<file path="config.mk">
export PLATFORM = sky130hd
export DESIGN_NAME = blk_mapper
export DESIGN_NICKNAME = d
export VERILOG_FILES = /design/src/rtl/mapper_pkg.sv /design/src/rtl/map_store.sv /design/src/rtl/map_check.sv /design/src/rtl/map_rdsel.sv /design/src/rtl/blk_mapper.sv
export SDC_FILE = /design/constraint.sdc
export NUM_CORES = 1
export LEC_CHECK = 0
export ABC_AREA = 1
export CAP_MARGIN = 20
export CORE_ASPECT_RATIO = 2
export CORE_UTILIZATION = 66
export DETAILED_ROUTE_END_ITERATION = 10
export GPL_ROUTABILITY_DRIVEN = 0
export PLACE_DENSITY = 0.82
export SYNTH_ARGS = -nofsm -noshare
export SYNTH_HDL_FRONTEND = slang
export SYNTH_SLANG_ARGS = --single-unit
</file>
<file path="constraint.sdc">
create_clock -name clk_i -period 3.1 [get_ports clk_i]
set_clock_uncertainty 0.1 [all_clocks]
set_input_delay 0.31 -clock clk_i [delete_from_list [all_inputs] [get_ports clk_i]]
set_output_delay 0.31 -clock clk_i [all_outputs]
set_load 0.02 [all_outputs]
</file>
<file path="src/rtl/mapper_pkg.sv">
package mapper_pkg;
  localparam int BLK_W = 6;
  localparam int OFF_W = 10;
  localparam int ADDR_W = BLK_W + OFF_W;
  localparam int N_BLK = 1 << BLK_W;

  typedef struct packed {
    logic             emu;
    logic             absent;
    logic             wprot;
    logic [BLK_W-1:0] xlat;
  } map_ent_t;
endpackage

</file>
<file path="src/rtl/map_store.sv">
module map_store
  import mapper_pkg::*;
(
  input  logic             clk_i,
  input  logic             rst_ni,
  input  logic             we_i,
  input  logic [BLK_W-1:0] wr_idx_i,
  input  map_ent_t         wr_ent_i,
  input  logic [BLK_W-1:0] rd_idx_i,
  output map_ent_t         rd_ent_o
);
  map_ent_t tbl_q [N_BLK];

  for (genvar i = 0; i < N_BLK; i++) begin : g_ent
    always_ff @(posedge clk_i or negedge rst_ni) begin
      if (!rst_ni) begin
        tbl_q[i] <= '{emu: 1'b0, absent: 1'b0, wprot: 1'b0, xlat: BLK_W'(i)};
      end else if (we_i && wr_idx_i == BLK_W'(i)) begin
        tbl_q[i] <= wr_ent_i;
      end
    end
  end

  assign rd_ent_o = tbl_q[rd_idx_i];
endmodule

</file>
<file path="src/rtl/map_check.sv">
module map_check
  import mapper_pkg::*;
(
  input  map_ent_t          ent_i,
  input  logic              valid_i,
  input  logic              wr_i,
  input  logic              brk_on_wr_i,
  input  logic [ADDR_W-1:0] addr_i,
  output logic              sel_tgt_o,
  output logic              sel_emu_o,
  output logic [ADDR_W-1:0] phys_o,
  output logic              inhibit_o,
  output logic              brk_o
);
  logic present;
  logic wp_hit;

  assign present = valid_i && !ent_i.absent;
  assign wp_hit  = present && wr_i && ent_i.wprot;

  always_comb begin
    sel_tgt_o = present && !ent_i.emu;
    sel_emu_o = present && ent_i.emu;
    phys_o    = ent_i.emu ? {ent_i.xlat, addr_i[OFF_W-1:0]} : addr_i;
    // an absent block always suppresses writes and breaks
    inhibit_o = wp_hit || (valid_i && ent_i.absent && wr_i);
    brk_o     = (valid_i && ent_i.absent) || (wp_hit && brk_on_wr_i);
  end
endmodule

</file>
<file path="src/rtl/map_rdsel.sv">
module map_rdsel #(
  parameter int DATA_W = 8
) (
  input  logic              sel_emu_i,
  input  logic              sel_tgt_i,
  input  logic [DATA_W-1:0] emu_rdata_i,
  input  logic [DATA_W-1:0] tgt_rdata_i,
  output logic [DATA_W-1:0] rdata_o
);
  always_comb begin
    if (sel_emu_i)      rdata_o = emu_rdata_i;
    else if (sel_tgt_i) rdata_o = tgt_rdata_i;
    else                rdata_o = '1;
  end
endmodule

</file>
<file path="src/rtl/blk_mapper.sv">
module blk_mapper
  import mapper_pkg::*;
#(
  parameter int DATA_W = 8
) (
  input  logic              clk_i,
  input  logic              rst_ni,
  input  logic              map_we_i,
  input  logic [BLK_W-1:0]  map_idx_i,
  input  logic              map_emu_i,
  input  logic              map_absent_i,
  input  logic              map_wprot_i,
  input  logic [BLK_W-1:0]  map_xlat_i,
  input  logic              brk_on_wr_i,
  input  logic              acc_valid_i,
  input  logic              acc_wr_i,
  input  logic [ADDR_W-1:0] acc_addr_i,
  input  logic [DATA_W-1:0] emu_rdata_i,
  input  logic [DATA_W-1:0] tgt_rdata_i,
  output logic              sel_tgt_o,
  output logic              sel_emu_o,
  output logic [ADDR_W-1:0] phys_addr_o,
  output logic              wr_inhibit_o,
  output logic              brk_o,
  output logic [DATA_W-1:0] rdata_o
);
  map_ent_t wr_ent;
  map_ent_t cur_ent;

  assign wr_ent = '{emu: map_emu_i, absent: map_absent_i,
                    wprot: map_wprot_i, xlat: map_xlat_i};

  map_store u_store (
    .clk_i    (clk_i),
    .rst_ni   (rst_ni),
    .we_i     (map_we_i),
    .wr_idx_i (map_idx_i),
    .wr_ent_i (wr_ent),
    .rd_idx_i (acc_addr_i[ADDR_W-1:OFF_W]),
    .rd_ent_o (cur_ent)
  );

  map_check u_check (
    .ent_i       (cur_ent),
    .valid_i     (acc_valid_i),
    .wr_i        (acc_wr_i),
    .brk_on_wr_i (brk_on_wr_i),
    .addr_i      (acc_addr_i),
    .sel_tgt_o   (sel_tgt_o),
    .sel_emu_o   (sel_emu_o),
    .phys_o      (phys_addr_o),
    .inhibit_o   (wr_inhibit_o),
    .brk_o       (brk_o)
  );

  map_rdsel #(.DATA_W(DATA_W)) u_rdsel (
    .sel_emu_i   (sel_emu_o),
    .sel_tgt_i   (sel_tgt_o),
    .emu_rdata_i (emu_rdata_i),
    .tgt_rdata_i (tgt_rdata_i),
    .rdata_o     (rdata_o)
  );
endmodule

</file>
Yosys cells after proc, flatten, opt, wreduce, memory -nomap -nowiden
Cells that the tools add are included.

cells by class
  order comparisons = 1
  muxes and demuxes = 6
  equal/unequal tests = 63
  bitwise gates (word level) = 1
  reduce and logical (&&, ||, !) cells = 77

operators with widths
  kind                  count
  $eq A6 B6 Y1 const B  32
  $eq A6 B5 Y1 const B  16
  $logic_and A1 B1 Y1   72
  $bmux W9 S6           1
  $eq A6 B4 Y1 const B  8
  $eq A6 B3 Y1 const B  4
  $mux W9               2
  $mux W16              1
  $mux W8               2
  $eq A6 B2 Y1 const B  2
  $ge A7 B7 Y1 const B  1
  $not A6 Y7            1
  $eq A6 B1 Y1 const B  1
  $logic_not A6 Y1      1
  $logic_not A1 Y1      2
  $logic_or A1 B1 Y1    2

word-level totals
  output and inout port bits = 28
  bits of input ports = 53
  word-level logic and storage cells = 404
  register bits = 576

Longest topological paths before layout
  depth in word-level cells = 10
  depth in mapped cells = 16
  mapped depth without buffers = 14

Modules after synthesis
Synthesis repeated with hierarchy kept, for this count alone.

unflattened totals
  cells, all modules = 3,386
  area, all modules = 26,768.2 sq um

by module, submodules not included
  module     area each (sq um)  cells each  sequential area each (sq um)  instances
  map_store  26,377.8           3,300       14,654.1                      1
  map_check  220.2              43          0.0                           1
  map_rdsel  170.2              43          0.0                           1

Worst setup path after synthesis
OpenSTA, ideal clock, no wires.

  kind = input port to output port
  from = input acc_addr_i[10]
  to = output phys_addr_o[15]
  path slack = 0.999 ns
  stages = 10
  data arrival time = 1.691 ns
  data required time = 2.690 ns
  buffers on the path = 3
  cell sequence = inv_2 -> buf_6 -> buf_4 -> clkbuf_1 -> o21ai_0 -> o221ai_1 -> nand3_1 -> nand3_1 -> nand2_1 -> o21ai_1

between the ends
  word-level cells in the longest chain between the ends = 5

ends and longest elaborated chain
  item                                        line              source
  start, declared                             blk_mapper.sv:17  input logic [ADDR_W-1:0] acc_addr_i,
  $not A6 Y7 (implied by the code)            map_store.sv:24   assign rd_ent_o = tbl_q[rd_idx_i];
  $bmux W9 S6                                 map_store.sv:24
  $mux W9 (implied by the code) (2 in a row)  map_store.sv:24
  $mux W16                                    map_check.sv:24   phys_o = ent_i.emu ? {ent_i.xlat, addr_i[OFF_W-1:0]} : addr_i;
  end, declared                               blk_mapper.sv:22  output logic [ADDR_W-1:0] phys_addr_o,

No other way between the ends. The select of a mux whose other input is x is not followed.

Worst setup path in the final report
  from = register u_store.tbl_q[118] (netlist name)
  to = output phys_addr_o[11]

between the ends
  word-level cells in the longest chain between the ends = 4

ends and longest elaborated chain
  item                                        line             source
  start, declared                             map_store.sv:12  map_ent_t tbl_q [N_BLK];
  start signal, assigned by index             map_store.sv:17  tbl_q[i] <= '{emu: 1'b0, absent: 1'b0, wprot: 1'b0, xlat: BLK_W'(i)};
  start signal, assigned by index             map_store.sv:19  tbl_q[i] <= wr_ent_i;
  $bmux W9 S6                                 map_store.sv:24
  $mux W9 (implied by the code) (2 in a row)  map_store.sv:24
  $mux W16                                    map_check.sv:24

No other way between the ends. The select of a mux whose other input is x is not followed.

==> results by group <==
Outcome
  – Status: complete, no violations

Critical path
  – Worst-path fanout max: 2
  – Top delay family on crit path: simple AND/OR/NAND/NOR gates
  – Startpoint type of the worst setup path: flip-flop
  – Top cell by count, worst path: nand2_1
  – WP data arrival: 2.62 ns
  – CP bufs+invs: 1
  – Crit path cell chain: o21ai_0 > o22ai_1 > nand2_1 > nand2_1 > nand2_1 > nand3_1 > nand3_1 > nand2_1 > nand2_1 > nand2_1 > clkdlybuf4s15_1
  – Critical Path Source: u_store.tbl_q[118]
  – CP Data Required Time: 2.69 ns
  – CP Capture Type: primary output
  – Kind of critical path: reg -> out
  – CP max stage cell: dfstp_2
  – CP peak stage delay: about 0.53 ns
  – Worst reg2reg startpoint: u_store.tbl_q[505]

Global route
  – Total gr overflow: 0
  – Met2 global-route usage: 63.82%
  – Met3 usage: 6.598%
  – Largest net degree at the start of global routing: 87
  – GR peak layer: met2
  – Vias in the first global route: 23960
  – Total GRT Usage: 39.58%
  – Initial antenna violation count: 0
  – First-pass GRT wire length: 125100 um
  – Met1 Usage GRT: 45.99%

CTS
  – Maximum root-to-sink buffer count: 3
  – CTS H-tree lvls: 2
  – Clock Sinks: 576
  – CTS buffer count: 49
  – Clk_lat worst skew: ~0.57 ns
  – CTS tree: yes
  – Root buf cell: clkbuf_16
  – Reg clk slew, reported paths: 0.07 ns

Placement
  – Pre-CTS setup slack: -0.1426 ns
  – Post-DP HPWL: 50980 um
  – Post-DP Area: 0.02819 mm2
  – Port bufs: 60

Floorplanning
  – Die area: slightly above 0.04 mm2
  – Die W: approximately 140 um
  – Core area: 0.04008 mm2
  – Die height: 287.0 um
  – Row count: 104
  – Starting Density: 66.89%
  – IO Pins: 81

Finish
  – Post-layout util: 74.49%
  – Most flop-heavy register: u_store.tbl_q
  – Share of cells above drive strength 1: 14.45%
  – Final-layout fill cell count: 2962
  – Final nets: approximately 3300
  – Final Cell Area: approximately 0.030 mm2
  – Area Overhead vs Synth: 11.37%
  – Antenna Cells: 0
  – Most common cell after layout, fill and taps aside: nand2_1
  – Most frequent cells in the layout: 1034 x nand2_1, 748 x o21ai_0, 384 x dfrtp_1
  – Max reg flops: between 500 and 600
  – Top Registers: u_store.tbl_q (576)

Logic synthesis
  – Library cells used by synthesis: 30
  – Yosys warns: 0
  – Average cell area after synthesis: 8.190 um2
  – FF+latch count, synth: 576
  – Synthesized instance count: 3273
  – Post-Syn Nets: around 3300
  – Seq/Total Area, Yosys: 54.67%
  – Synth Cell Area: approximately 0.027 mm2

Timing
  – Crit path time final: 3.031 ns
  – Final Hold Vio Count: 0
  – Final Cycle Share: 97.76%
  – Unrepaired setup endpoints after global routing: false
  – Max-Slew Margin vs Limit: between 40% and 50%
  – Worst hold margin: 0.1914 ns
  – # setup viols final: 0
  – Worst setup margin: 0.06941 ns
  – Worst-margin pin slew: between 0.7 and 0.8 ns
  – Slew Viols, Final: 0
  – Max Fclk: around 330 MHz

Detailed routing
  – DRC Markers: 0
  – Detail Route Antenna Nets: 0
  – Via density: 6.326
  – Per-cell routed wire length: about 20 um
  – Routed WL: 79110 um
  – Routed vias: 24280
  – First drt pass iteration count: 8
  – Initial drt markers: approximately 2500

Min path
  – HP Class: in -> async

Pwr
  – LEAKAGE: 13.11 nW
  – Register share of total power: between 50 and 60%
  – P_int: around 0.013 W
  – NetSw: 0.005033 W
  – Cell Pwr Density: 611.5 mW/mm2
  – Combinational Power Share: 14.7%
  – Worst VDD drop: 0.5729 mV
  – Switch share: between 20% and 30%
  – Clock group share of total power: around 34%
  – Tot Pwr: roughly 0.018 W

Job
  – Max cap viols: 0
[logic make-up (layout without fill, tap and decap cells)]
logic type | Yosys count | in the layout | synth area share (%)
AO/OA/AOI/OAI | 881 | 881 | 17.12
buffers and inverters | 303 | 337 | 5.582
flip-flops | 576 | 576 | 54.67
AND/OR/NAND/NOR | 1513 | 1514 | 22.63
[worst register-to-register path, delay by kind of cell, from the launching register on]
kind | cells | cell delay (ns)
flip-flops | 1 | 0.54
AO/OA/AOI/OAI | 1 | 0.14
AND/OR/NAND/NOR | 1 | 0.07
[worst paths after layout]
| path | end | cells after the start | slack, ns |
|---|---|---|---|
| min in group clk_i | u_store.tbl_q[143] | 3 | 0.26 |
| max reg2reg | u_store.tbl_q[505] | 2 | 2.16 |
| min reg2reg | u_store.tbl_q[199] | 2 | 0.38 |
| min | u_store.tbl_q[28] | 2 | 0.19 |
| max | phys_addr_o[11] | 11 | 0.07 |
| max in group asynchronous | u_store.tbl_q[406] | 3 | 1.80 |
[final cells by class]
class                           count  area [um2]  share of cell area, %
Sequential cell                   576       14650                  49.09
Multi-Input combinational cell   2395       10700                  35.85
Timing Repair Buffer              200        2029                  6.798
Clock buffer                       69        1403                  4.698
Tap cell                          530       663.1                  2.221
Clock inverter                     20       205.2                 0.6873
Inverter                           48       197.7                 0.6622
[per-stage QoR]
stage,instances,setup TNS [ns]
after detailed placement,3746,-1.131
after floorplan,3273,0
after global routing,3838,0
after global placement,3746,-1.200
final,3838,0
after CTS,3836,0
[power by group through the flow]
| stage | sequential [W] | clock, W | combinational, W |
|---|---|---|---|
| finish | 0.00932 | 0.00625 | 0.00269 |
| global route | 0.00941 | 0.00657 | 0.00301 |
| CTS | 0.00929 | 0.00629 | 0.00265 |
| detailed placement | 0.00940 | 0 | 0.00263 |
| global placement | 0.00936 | 0 | 0.00252 |
| floorplan | 0.00923 | 0 | 0.00174 |
[timing repair]
item | in CTS | in global routing
setup buffers | 0 | 1
gates cloned | 0 | 1
setup endpoints to repair | 18 | 17
pin swaps | 0 | 1
hold endpoints to repair | 47 | 0
hold buffers | 1 | 0
gates resized for setup | 22 | 13
[metal layers]
layer | part of all wire (%) | vias up
met1 | 35 | 11560
met2 | 48 | 1471
met3 | 8.4 | 421
li1 | - | 10820
met5 | 0 | -
met4 | 8.8 | 0
[cells in the mapped netlist]
cell type	instances	area share, %
a21oi_1	16	0.30
o211ai_1	4	0.11
nand3_1	207	3.9
nand2_4	1	0.042
nand2_1	1037	15
a21oi_2	8	0.26
o21ai_1	10	0.19
clkbuf_1	148	2.1
inv_1	32	0.45
clkinv_1	10	0.14
inv_4	1	0.023
buf_4	30	0.84
buf_6	24	1.0
nor3_4	2	0.12
dfrtp_1	384	36
nand2_2	22	0.51
dfstp_2	192	19
buf_2	42	0.78
inv_2	5	0.070
nor2_1	238	3.3
nor3_2	1	0.037
o221ai_1	9	0.29
buf_1	10	0.14
nand3_2	2	0.075
nor4_4	1	0.079
a31oi_1	1	0.023
or2_2	2	0.047
o21ai_0	749	14
o22ai_1	84	2.0
buf_8	1	0.056
Power figures use the tool's default switching activity.
